`src/rtl/edge_irq_pkg.sv`:
```
package edge_irq_pkg;

    localparam int unsigned LINES_PER_BANK = 32;
    localparam int unsigned ADDR_W         = 8;

    typedef logic [LINES_PER_BANK-1:0] word_t;

    localparam logic [ADDR_W-1:0] TRIG_STRIDE = 8'h20;
    localparam logic [ADDR_W-1:0] MASK_BASE   = 8'h80;
    localparam logic [ADDR_W-1:0] MASK_STRIDE = 8'h10;

    localparam logic [ADDR_W-1:0] OFS_RSEL  = 8'h00;
    localparam logic [ADDR_W-1:0] OFS_FSEL  = 8'h04;
    localparam logic [ADDR_W-1:0] OFS_SWTRG = 8'h08;
    localparam logic [ADDR_W-1:0] OFS_RPND  = 8'h0C;
    localparam logic [ADDR_W-1:0] OFS_FPND  = 8'h10;
    localparam logic [ADDR_W-1:0] OFS_IEN   = 8'h00;
    localparam logic [ADDR_W-1:0] OFS_EEN   = 8'h04;

    typedef enum logic [2:0] {
        SEL_NONE,
        SEL_RSEL,
        SEL_FSEL,
        SEL_SWTRG,
        SEL_RPND,
        SEL_FPND,
        SEL_IEN,
        SEL_EEN
    } reg_sel_e;

    typedef struct packed {
        word_t rsel;
        word_t fsel;
        word_t ien;
        word_t een;
        word_t rpnd;
        word_t fpnd;
        word_t evt;
    } bank_state_t;

    function automatic reg_sel_e decode_reg(input logic [ADDR_W-1:0] a,
                                            input int unsigned       bank);
        logic [ADDR_W-1:0] tbase;
        logic [ADDR_W-1:0] mbase;
        reg_sel_e          sel;
        tbase = ADDR_W'(bank) * TRIG_STRIDE;
        mbase = MASK_BASE + ADDR_W'(bank) * MASK_STRIDE;
        sel   = SEL_NONE;
        if (a == tbase + OFS_RSEL)       sel = SEL_RSEL;
        else if (a == tbase + OFS_FSEL)  sel = SEL_FSEL;
        else if (a == tbase + OFS_SWTRG) sel = SEL_SWTRG;
        else if (a == tbase + OFS_RPND)  sel = SEL_RPND;
        else if (a == tbase + OFS_FPND)  sel = SEL_FPND;
        else if (a == mbase + OFS_IEN)   sel = SEL_IEN;
        else if (a == mbase + OFS_EEN)   sel = SEL_EEN;
        return sel;
    endfunction

endpackage

```
`src/rtl/edge_irq_sync.sv`:
```
module edge_irq_sync #(
    parameter int unsigned WIDTH = 32
) (
    input  logic             clk,
    input  logic             rst_n,
    input  logic [WIDTH-1:0] async_in,
    output logic [WIDTH-1:0] lvl_now,
    output logic [WIDTH-1:0] lvl_prev
);

    typedef struct packed {
        logic [WIDTH-1:0] meta;
        logic [WIDTH-1:0] stable;
        logic [WIDTH-1:0] prev;
    } sync_state_t;

    sync_state_t st_d, st_q;

    always_comb begin
        st_d        = st_q;
        st_d.meta   = async_in;
        st_d.stable = st_q.meta;
        st_d.prev   = st_q.stable;
    end

    always_ff @(posedge clk or negedge rst_n) begin
        if (!rst_n) st_q <= '0;
        else        st_q <= st_d;
    end

    assign lvl_now  = st_q.stable;
    assign lvl_prev = st_q.prev;

endmodule

```
`src/rtl/edge_irq_bank.sv`:
```
module edge_irq_bank
    import edge_irq_pkg::*;
#(
    parameter int unsigned BANK_IDX = 0,
    parameter word_t       IMPL     = '1
) (
    input  logic              clk,
    input  logic              rst_n,
    input  word_t             lvl_now,
    input  word_t             lvl_prev,
    input  logic              wr_en,
    input  logic [ADDR_W-1:0] addr,
    input  word_t             wdata,
    output word_t             rdata,
    output word_t             rise_pend,
    output word_t             fall_pend,
    output logic              irq,
    output word_t             evt
);

    bank_state_t st_d, st_q;
    reg_sel_e    sel;
    word_t       rise_det, fall_det, clr_r, clr_f, sw_set, wmask;

    always_comb begin
        sel      = decode_reg(addr, BANK_IDX);
        wmask    = wdata & IMPL;
        rise_det = lvl_now & ~lvl_prev & st_q.rsel;
        fall_det = ~lvl_now & lvl_prev & st_q.fsel;
        clr_r    = (wr_en && sel == SEL_RPND)  ? wdata : '0;
        clr_f    = (wr_en && sel == SEL_FPND)  ? wdata : '0;
        sw_set   = (wr_en && sel == SEL_SWTRG) ? wmask : '0;

        st_d = st_q;
        if (wr_en) begin
            case (sel)
                SEL_RSEL: st_d.rsel = wmask;
                SEL_FSEL: st_d.fsel = wmask;
                SEL_IEN:  st_d.ien  = wmask;
                SEL_EEN:  st_d.een  = wmask;
                default:  ;
            endcase
        end
        // a fresh edge outranks a simultaneous clear
        st_d.rpnd = ((st_q.rpnd & ~clr_r) | rise_det | sw_set) & IMPL;
        st_d.fpnd = ((st_q.fpnd & ~clr_f) | fall_det) & IMPL;
        st_d.evt  = (rise_det | fall_det) & st_q.een;

        case (sel)
            SEL_RSEL: rdata = st_q.rsel;
            SEL_FSEL: rdata = st_q.fsel;
            SEL_RPND: rdata = st_q.rpnd;
            SEL_FPND: rdata = st_q.fpnd;
            SEL_IEN:  rdata = st_q.ien;
            SEL_EEN:  rdata = st_q.een;
            default:  rdata = '0;
        endcase
    end

    always_ff @(posedge clk or negedge rst_n) begin
        if (!rst_n) st_q <= '0;
        else        st_q <= st_d;
    end

    assign rise_pend = st_q.rpnd;
    assign fall_pend = st_q.fpnd;
    assign evt       = st_q.evt;
    assign irq       = |((st_q.rpnd | st_q.fpnd) & st_q.ien);

endmodule

```
`src/rtl/edge_irq_ctrl.sv`:
```
module edge_irq_ctrl
    import edge_irq_pkg::*;
#(
    parameter int unsigned                        NUM_BANKS = 3,
    parameter logic [NUM_BANKS*LINES_PER_BANK-1:0] IMPL_MASK =
        {32'h0001_FFFF, 32'hFFFF_FFFF, 32'hFFFF_FFFF}
) (
    input  logic                                clk,
    input  logic                                rst_n,
    input  logic [NUM_BANKS*LINES_PER_BANK-1:0] lines_in,
    input  logic                                reg_valid,
    input  logic                                reg_write,
    input  logic [ADDR_W-1:0]                   reg_addr,
    input  logic [LINES_PER_BANK-1:0]           reg_wdata,
    output logic [LINES_PER_BANK-1:0]           reg_rdata,
    output logic [NUM_BANKS-1:0]                irq_out,
    output logic [NUM_BANKS*LINES_PER_BANK-1:0] event_out
);

    localparam int unsigned TOTAL = NUM_BANKS * LINES_PER_BANK;

    logic [TOTAL-1:0] lvl_now, lvl_prev;
    logic [TOTAL-1:0] rise_pend_all, fall_pend_all;
    word_t            bank_rd [NUM_BANKS];
    logic             wr_en;

    assign wr_en = reg_valid & reg_write;

    edge_irq_sync #(.WIDTH(TOTAL)) u_sync (
        .clk      (clk),
        .rst_n    (rst_n),
        .async_in (lines_in),
        .lvl_now  (lvl_now),
        .lvl_prev (lvl_prev)
    );

    for (genvar b = 0; b < NUM_BANKS; b++) begin : g_bank
        edge_irq_bank #(
            .BANK_IDX (b),
            .IMPL     (IMPL_MASK[b*LINES_PER_BANK +: LINES_PER_BANK])
        ) u_bank (
            .clk       (clk),
            .rst_n     (rst_n),
            .lvl_now   (lvl_now[b*LINES_PER_BANK +: LINES_PER_BANK]),
            .lvl_prev  (lvl_prev[b*LINES_PER_BANK +: LINES_PER_BANK]),
            .wr_en     (wr_en),
            .addr      (reg_addr),
            .wdata     (reg_wdata),
            .rdata     (bank_rd[b]),
            .rise_pend (rise_pend_all[b*LINES_PER_BANK +: LINES_PER_BANK]),
            .fall_pend (fall_pend_all[b*LINES_PER_BANK +: LINES_PER_BANK]),
            .irq       (irq_out[b]),
            .evt       (event_out[b*LINES_PER_BANK +: LINES_PER_BANK])
        );
    end

    // only the addressed bank returns non-zero data
    always_comb begin
        reg_rdata = '0;
        for (int b = 0; b < NUM_BANKS; b++) reg_rdata |= bank_rd[b];
    end

endmodule

```
`config.mk`:
```
export PLATFORM = sky130hd
export DESIGN_NAME = edge_irq_ctrl
export DESIGN_NICKNAME = d
export VERILOG_FILES = /design/src/rtl/edge_irq_pkg.sv /design/src/rtl/edge_irq_sync.sv /design/src/rtl/edge_irq_bank.sv /design/src/rtl/edge_irq_ctrl.sv
export SDC_FILE = /design/constraint.sdc
export NUM_CORES = 1
export LEC_CHECK = 0
export BUFFER_PORTS_ARGS = -buffer_cell sky130_fd_sc_hd__buf_2
export CORE_UTILIZATION = 60
export CTS_CLUSTER_SIZE = 20
export DETAILED_ROUTE_END_ITERATION = 7
export PLACE_DENSITY = 0.78
export SLEW_MARGIN = 20
export SYNTH_ARGS = -nofsm -noshare
export SYNTH_HDL_FRONTEND = slang
export SYNTH_SLANG_ARGS = --single-unit
```
`constraint.sdc`:
```
create_clock -name clk -period 3.05 [get_ports clk]
set_clock_uncertainty 0.15 [all_clocks]
set_input_delay 0.61 -clock clk [delete_from_list [all_inputs] [get_ports clk]]
set_output_delay 0.61 -clock clk [all_outputs]
set_load 0.05 [all_outputs]
```
---- Word level (Yosys, flattened, before mapping) ----
Cells that the tools add are included.
storage, ports and cells
  flip-flop bits (word level) ............. 870
  bits of input ports ..................... 140
cells by class
  reductions and logical operators ........ 25
  mux-type cells .......................... 33
  eq/ne operators ......................... 41
  bitwise logic cells ..................... 54
operators by type and width
  kind                                                 number
  AND 32 bit                                           18
  OR 32 bit                                            13
  one-hot mux 32 bit (6 select lines)                  2
  inverter 32 bit                                      10
  two-way mux 32 bit                                   6
  AND 32 x 17 -> 32 bit                                4
  one-hot mux 17 bit (6 select lines)                  1
  OR reduction 32 bit                                  3
  OR 17 bit                                            4
  two-way mux 3 bit                                    21
  two-way mux 17 bit                                   3
  equality test 8 bit, second input constant           6
  equality test 8 x 6 -> 1 bit, second input constant  5
  equality test 8 x 7 -> 1 bit, second input constant  5
  equality test 3 bit, second input constant           12
  AND 17 bit                                           2
  inverter 17 bit                                      2
  AND reduction 2 bit                                  12
  equality test 3 x 2 -> 1 bit, second input constant  6
  equality test 8 x 4 -> 1 bit, second input constant  2
  equality test 3 x 1 -> 1 bit, second input constant  3
  logical AND 1 bit                                    9
  equality test 8 x 3 -> 1 bit, second input constant  1
  equality test 8 x 5 -> 1 bit, second input constant  1
  2 further kinds                                      2

---- Logic depth before layout (Yosys ltp) ----
  word-level depth ........................ 15
  mapped depth ............................ 9
  depth with buffers taken out ............ 5

---- Hierarchy ----
A second synthesis with hierarchy kept.
unflattened totals
  cells, all modules ...................... 2971
  area, all modules ....................... 37245.7 um^2
modules (own cells, without submodules)
  module                            cells each  sequential area each (um^2)  area each (um^2)  times used
  edge_irq_bank (g_bank[0].u_bank)  972         5605.4                       11325.9           1
  edge_irq_bank (g_bank[1].u_bank)  1012        5605.4                       11275.8           1
  edge_irq_sync                     384         7206.9                       7927.6            1
  edge_irq_bank (g_bank[2].u_bank)  570         2977.9                       6510.0            1
  edge_irq_ctrl                     33          0.0                          206.4             1

---- Worst setup path before layout ----
Ideal clock, no wire load.
  path kind ............................... input to output
  start point ............................. input reg_addr[4]
  end point ............................... output reg_rdata[4]
  path slack .............................. -1.230 ns
  stages .................................. 8
  arrival time ............................ 3.520 ns
  cell sequence ........................... buf_2 buf_1 buf_2 nor2b_1 nand2_1 o21ai_0 a32oi_1 o311ai_0
on the way
  word-level cells in the longest chain between the ends .. 12
  elaborated cells between the ends (all ways) .. 65
RTL lines
  element                                      RTL line             source
  start: declaration                           edge_irq_ctrl.sv:13  input logic [ADDR_W-1:0] reg_addr,
  equality test 8 bit                          edge_irq_pkg.sv:55   else if (a == mbase + OFS_EEN) sel = SEL_EEN;
  two-way mux 3 bit                            edge_irq_pkg.sv:55
  two-way mux 3 bit                            edge_irq_pkg.sv:54   else if (a == mbase + OFS_IEN) sel = SEL_IEN;
  two-way mux 3 bit                            edge_irq_pkg.sv:53   else if (a == tbase + OFS_FPND) sel = SEL_FPND;
  two-way mux 3 bit                            edge_irq_pkg.sv:52   else if (a == tbase + OFS_RPND) sel = SEL_RPND;
  two-way mux 3 bit                            edge_irq_pkg.sv:51   else if (a == tbase + OFS_SWTRG) sel = SEL_SWTRG;
  two-way mux 3 bit                            edge_irq_pkg.sv:50   else if (a == tbase + OFS_FSEL) sel = SEL_FSEL;
  two-way mux 3 bit                            edge_irq_pkg.sv:49   if (a == tbase + OFS_RSEL) sel = SEL_RSEL;
  equality test 3 bit (tied with other cells)  edge_irq_bank.sv:49  case (sel)
  one-hot mux 32 bit (6 select lines)          edge_irq_bank.sv:49
  OR 32 bit                                    edge_irq_ctrl.sv:60  for (int b = 0; b < NUM_BANKS; b++) reg_rdata |= bank_rd[b];
  OR 32 bit *                                  edge_irq_ctrl.sv:60
  end: declaration                             edge_irq_ctrl.sv:15  output logic [LINES_PER_BANK-1:0] reg_rdata,
Mark *: on every way between the ends. The rest lies on a longest branch, timed or not.

---- Final worst setup path ----
  start point ............................. register g_bank[0].u_bank.st_q (netlist bit g_bank[0].u_bank.fall_pend[1])
  end point ............................... output reg_rdata[1]
on the way
  word-level cells in the longest chain between the ends .. 3
RTL lines
  element                              RTL line             source
  start: declaration                   edge_irq_bank.sv:21  bank_state_t st_d, st_q;
  start signal: assignment             edge_irq_bank.sv:62  else st_q <= st_d;
  one-hot mux 32 bit (6 select lines)  edge_irq_bank.sv:49
  OR 32 bit (2 in a row)               edge_irq_ctrl.sv:60
No other way between the ends.

==> impl_metrics.ini <==
[status]
status = finished, violations left
violations = negative setup slack

[floorplanning]
dieWidth_um = 241
ioPinCount = 271
row_count = 87
die_height_um = 241
initial_core_util = 0.607
dieArea_um2 = 57900
core_region_area_um2 = 56300

[finish]
final_nets = 3485
drive_gt1_frac = 0.339
layout_common_cells = dfrtp_1 (810), nand2_1 (356), buf_4 (251)
final_common_cell = dfrtp_1
final_core_util = 0.791
final_cell_count_no_fill = 4163
synthToLayoutAreaGrowth_pct = 30.4

[timing]
min_period_over_period = 1.08
tightestPinTransition_ns = 0.593
drv_slew = 0
grt_setup_unrepaired = yes
fmaxAchievable_mhz = 302
hold_viol = 0
finalSetupViolations = 28
max_slew_margin = 0.601
fin_ws_ns = -0.257
finalCriticalPeriod_ns = 3.31

[setup_path]
endpoint_kind = output pin
timing.rr.end = g_bank[2].u_bank.evt[0]
r2r_slack_ns = 1.79
path_max_fanout = 3
critPathLaunchType = flop
ff2ff_path_depth = 2
crit_arrival_ns = 2.55
worstSetupPathType = flop to output pin
r2r_start = u_sync.lvl_now[64]
crit_required_ns = 2.29

[power]
clockPowerShare = 0.404
sw_frac_of_total = 0.258
p_sw_w = 0.00658
seq_power_share = 0.493
combinationalPowerShare = 0.103
irDropWorstVdd_v = 0.000553
p_int_w = 0.0190
p_per_area_nw_per_um2 = 573
p_leak_nw = 21.3

[hold_path]
hold_path_startpoint = u_sync.st_d[125]
min_to = u_sync.lvl_now[29]
worstHoldPathCells = 0
min_path_type = flop to flop

[synthesis]
async_flop_share = 1.00
ys_types = 67
ys_seq_area_frac = 0.594
synth_edf_count = 0
ys_ff_latch = 810
postSynthCellCount = 2800
yosysWarnings = 0
synth_area_per_cell_um2 = 12.2
synth_ff_type = dfrtp_1
syn_area_um2 = 34200

[grt]
grt_pass1_wl_um = 178000
track_usage = 0.426
first_global_vias = 27700
grt_overflow = 0
grt_max_degree = 86
antenna_found_initial = 3

[clocking]
clkTransAtPathRegs_ns = 0.06
cts_tree = done
cts-root-buf = clkbuf_16
cts_sinks = 810
cts_made_buffers = 81
clockBufferDepth = 3
clkLatencyLatePin_ns = 0.64
cts_max_level = 3

[detailed_routing]
vias_per_cell = 6.65
ant_nets = 0
drt_iter0_markers = 3892
wl_um = 123000
drtPass1Iterations = 7
post_drt_wl_per_cell_um = 29.5
vias = 27700
drc_errors = 0

[place]
numPortBuffers = 240
dp_hpwl_um = 80600
gp_congestion = 1.01
dp.cells = 3852
place_worst_setup_slack_ns = -0.387

[job]
drv_cap = 0
==> state kept, by name (all words and copies together), names as in the netlist <==
| name | count |
|---|---|
| g_bank.u_bank.st_q | 324 |
| g_bank.u_bank.evt | 81 |
| u_sync.lvl_prev | 81 |
| u_sync.lvl_now | 81 |
| g_bank.u_bank.rise_pend | 81 |
| g_bank.u_bank.fall_pend | 81 |
| u_sync.st_d | 81 |
==> critical path, cell delays in order (launching register included) <==
cell	delay (ns)
dfrtp_1	0.42
mux2_4	0.28
a32o_2	0.26
a221oi_2	0.26
o22ai_1	0.15
or3_4	0.38
buf_12	0.16
==> logic make-up after synthesis <==
logic type,after synthesis,synth area share
other,1,0.000110
AOI/OAI and AO/OA,601,0.129
muxes,363,0.122
DFF,810,0.594
and+or+nand+nor,734,0.108
buffers and inverters,291,0.0469
==> how the worst max path moves through the flow <==
stage / endpoint / start / cells past startpoint / slack, ns
after detailed placement: reg_rdata[18] / reg_addr[5] / 8 / -0.39
after CTS: irq_out[1] / g_bank[1].u_bank.fall_pend[17] / 7 / -0.12
after floorplan: reg_rdata[16] / reg_addr[4] / 8 / -0.09
final: reg_rdata[1] / g_bank[0].u_bank.fall_pend[1] / 6 / -0.26
after global placement: reg_rdata[18] / reg_addr[5] / 8 / -0.38
after global routing: reg_rdata[1] / g_bank[0].u_bank.fall_pend[1] / 6 / -0.22
==> metrics by stage <==
stage | hold slack (ns) | total power [W] | TNS, ns | area (µm²)
global placement | 0.182 | 0.0147 | -16.65 | 38900
CTS | 0.191 | 0.0254 | -0.674 | 43900
detailed placement | 0.185 | 0.0149 | -19.65 | 38900
floorplan | 0.164 | 0.0136 | -0.570 | 34600
finish | 0.195 | 0.0255 | -1.84 | 44500
global route | 0.196 | 0.0262 | -2.55 | 44500
==> layer usage <==
metal | vias up | GRT usage | wire length, µm
li1 | 11100 | - | -
met1 | 14000 | 0.568 | 45400
met2 | 2001 | 0.636 | 55000
met3 | 547 | 0.121 | 15100
met4 | 0 | 0.224 | 7360
met5 | - | 0 | 0
==> cell type report <==
class,instances,area (µm²)
sequential,810,20300
multi-input combinational,1713,13200
fill,3209,11700
timing repair buffer,736,7320
clock buffer,101,2200
tap,756,946
clock inverter,42,531
inverter,3,13.8
antenna,2,5.00
==> power by group through the flow <==
stage | clock [W] | combinational, W | sequential, W
3_3_place_gp | 0 | 0.00211 | 0.0126
4_1_cts | 0.0104 | 0.00249 | 0.0125
3_5_place_dp | 0 | 0.00220 | 0.0126
2_1_floorplan | 0 | 0.00131 | 0.0123
6_report | 0.0103 | 0.00262 | 0.0126
5_1_grt | 0.0108 | 0.00275 | 0.0127
==> synthesized netlist by cell type, types with 51 or more instances <==
cell type	n	area, µm²
a22oi_1	64	480
buf_2	56	280
nor2_1	109	409
dfrtp_1	810	20300
mux2_1	133	1500
buf_4	109	818
o21ai_0	159	796
nand2_1	364	1370
a21o_1	51	383
clkbuf_1	110	413
a221o_1	89	891
mux2_2	179	2020
==> timing repair <==
item / 4_1_cts / 5_1_grt
gates resized for setup: 227 / 127
hold buffers: 82 / 0
endpoints found under the setup margin: 35 / 35
endpoints found under the hold margin: 121 / 0
setup buffers: 60 / 22
cloned: 6 / 2
pin swaps: 82 / 82
(Power assumes the default switching activity.)
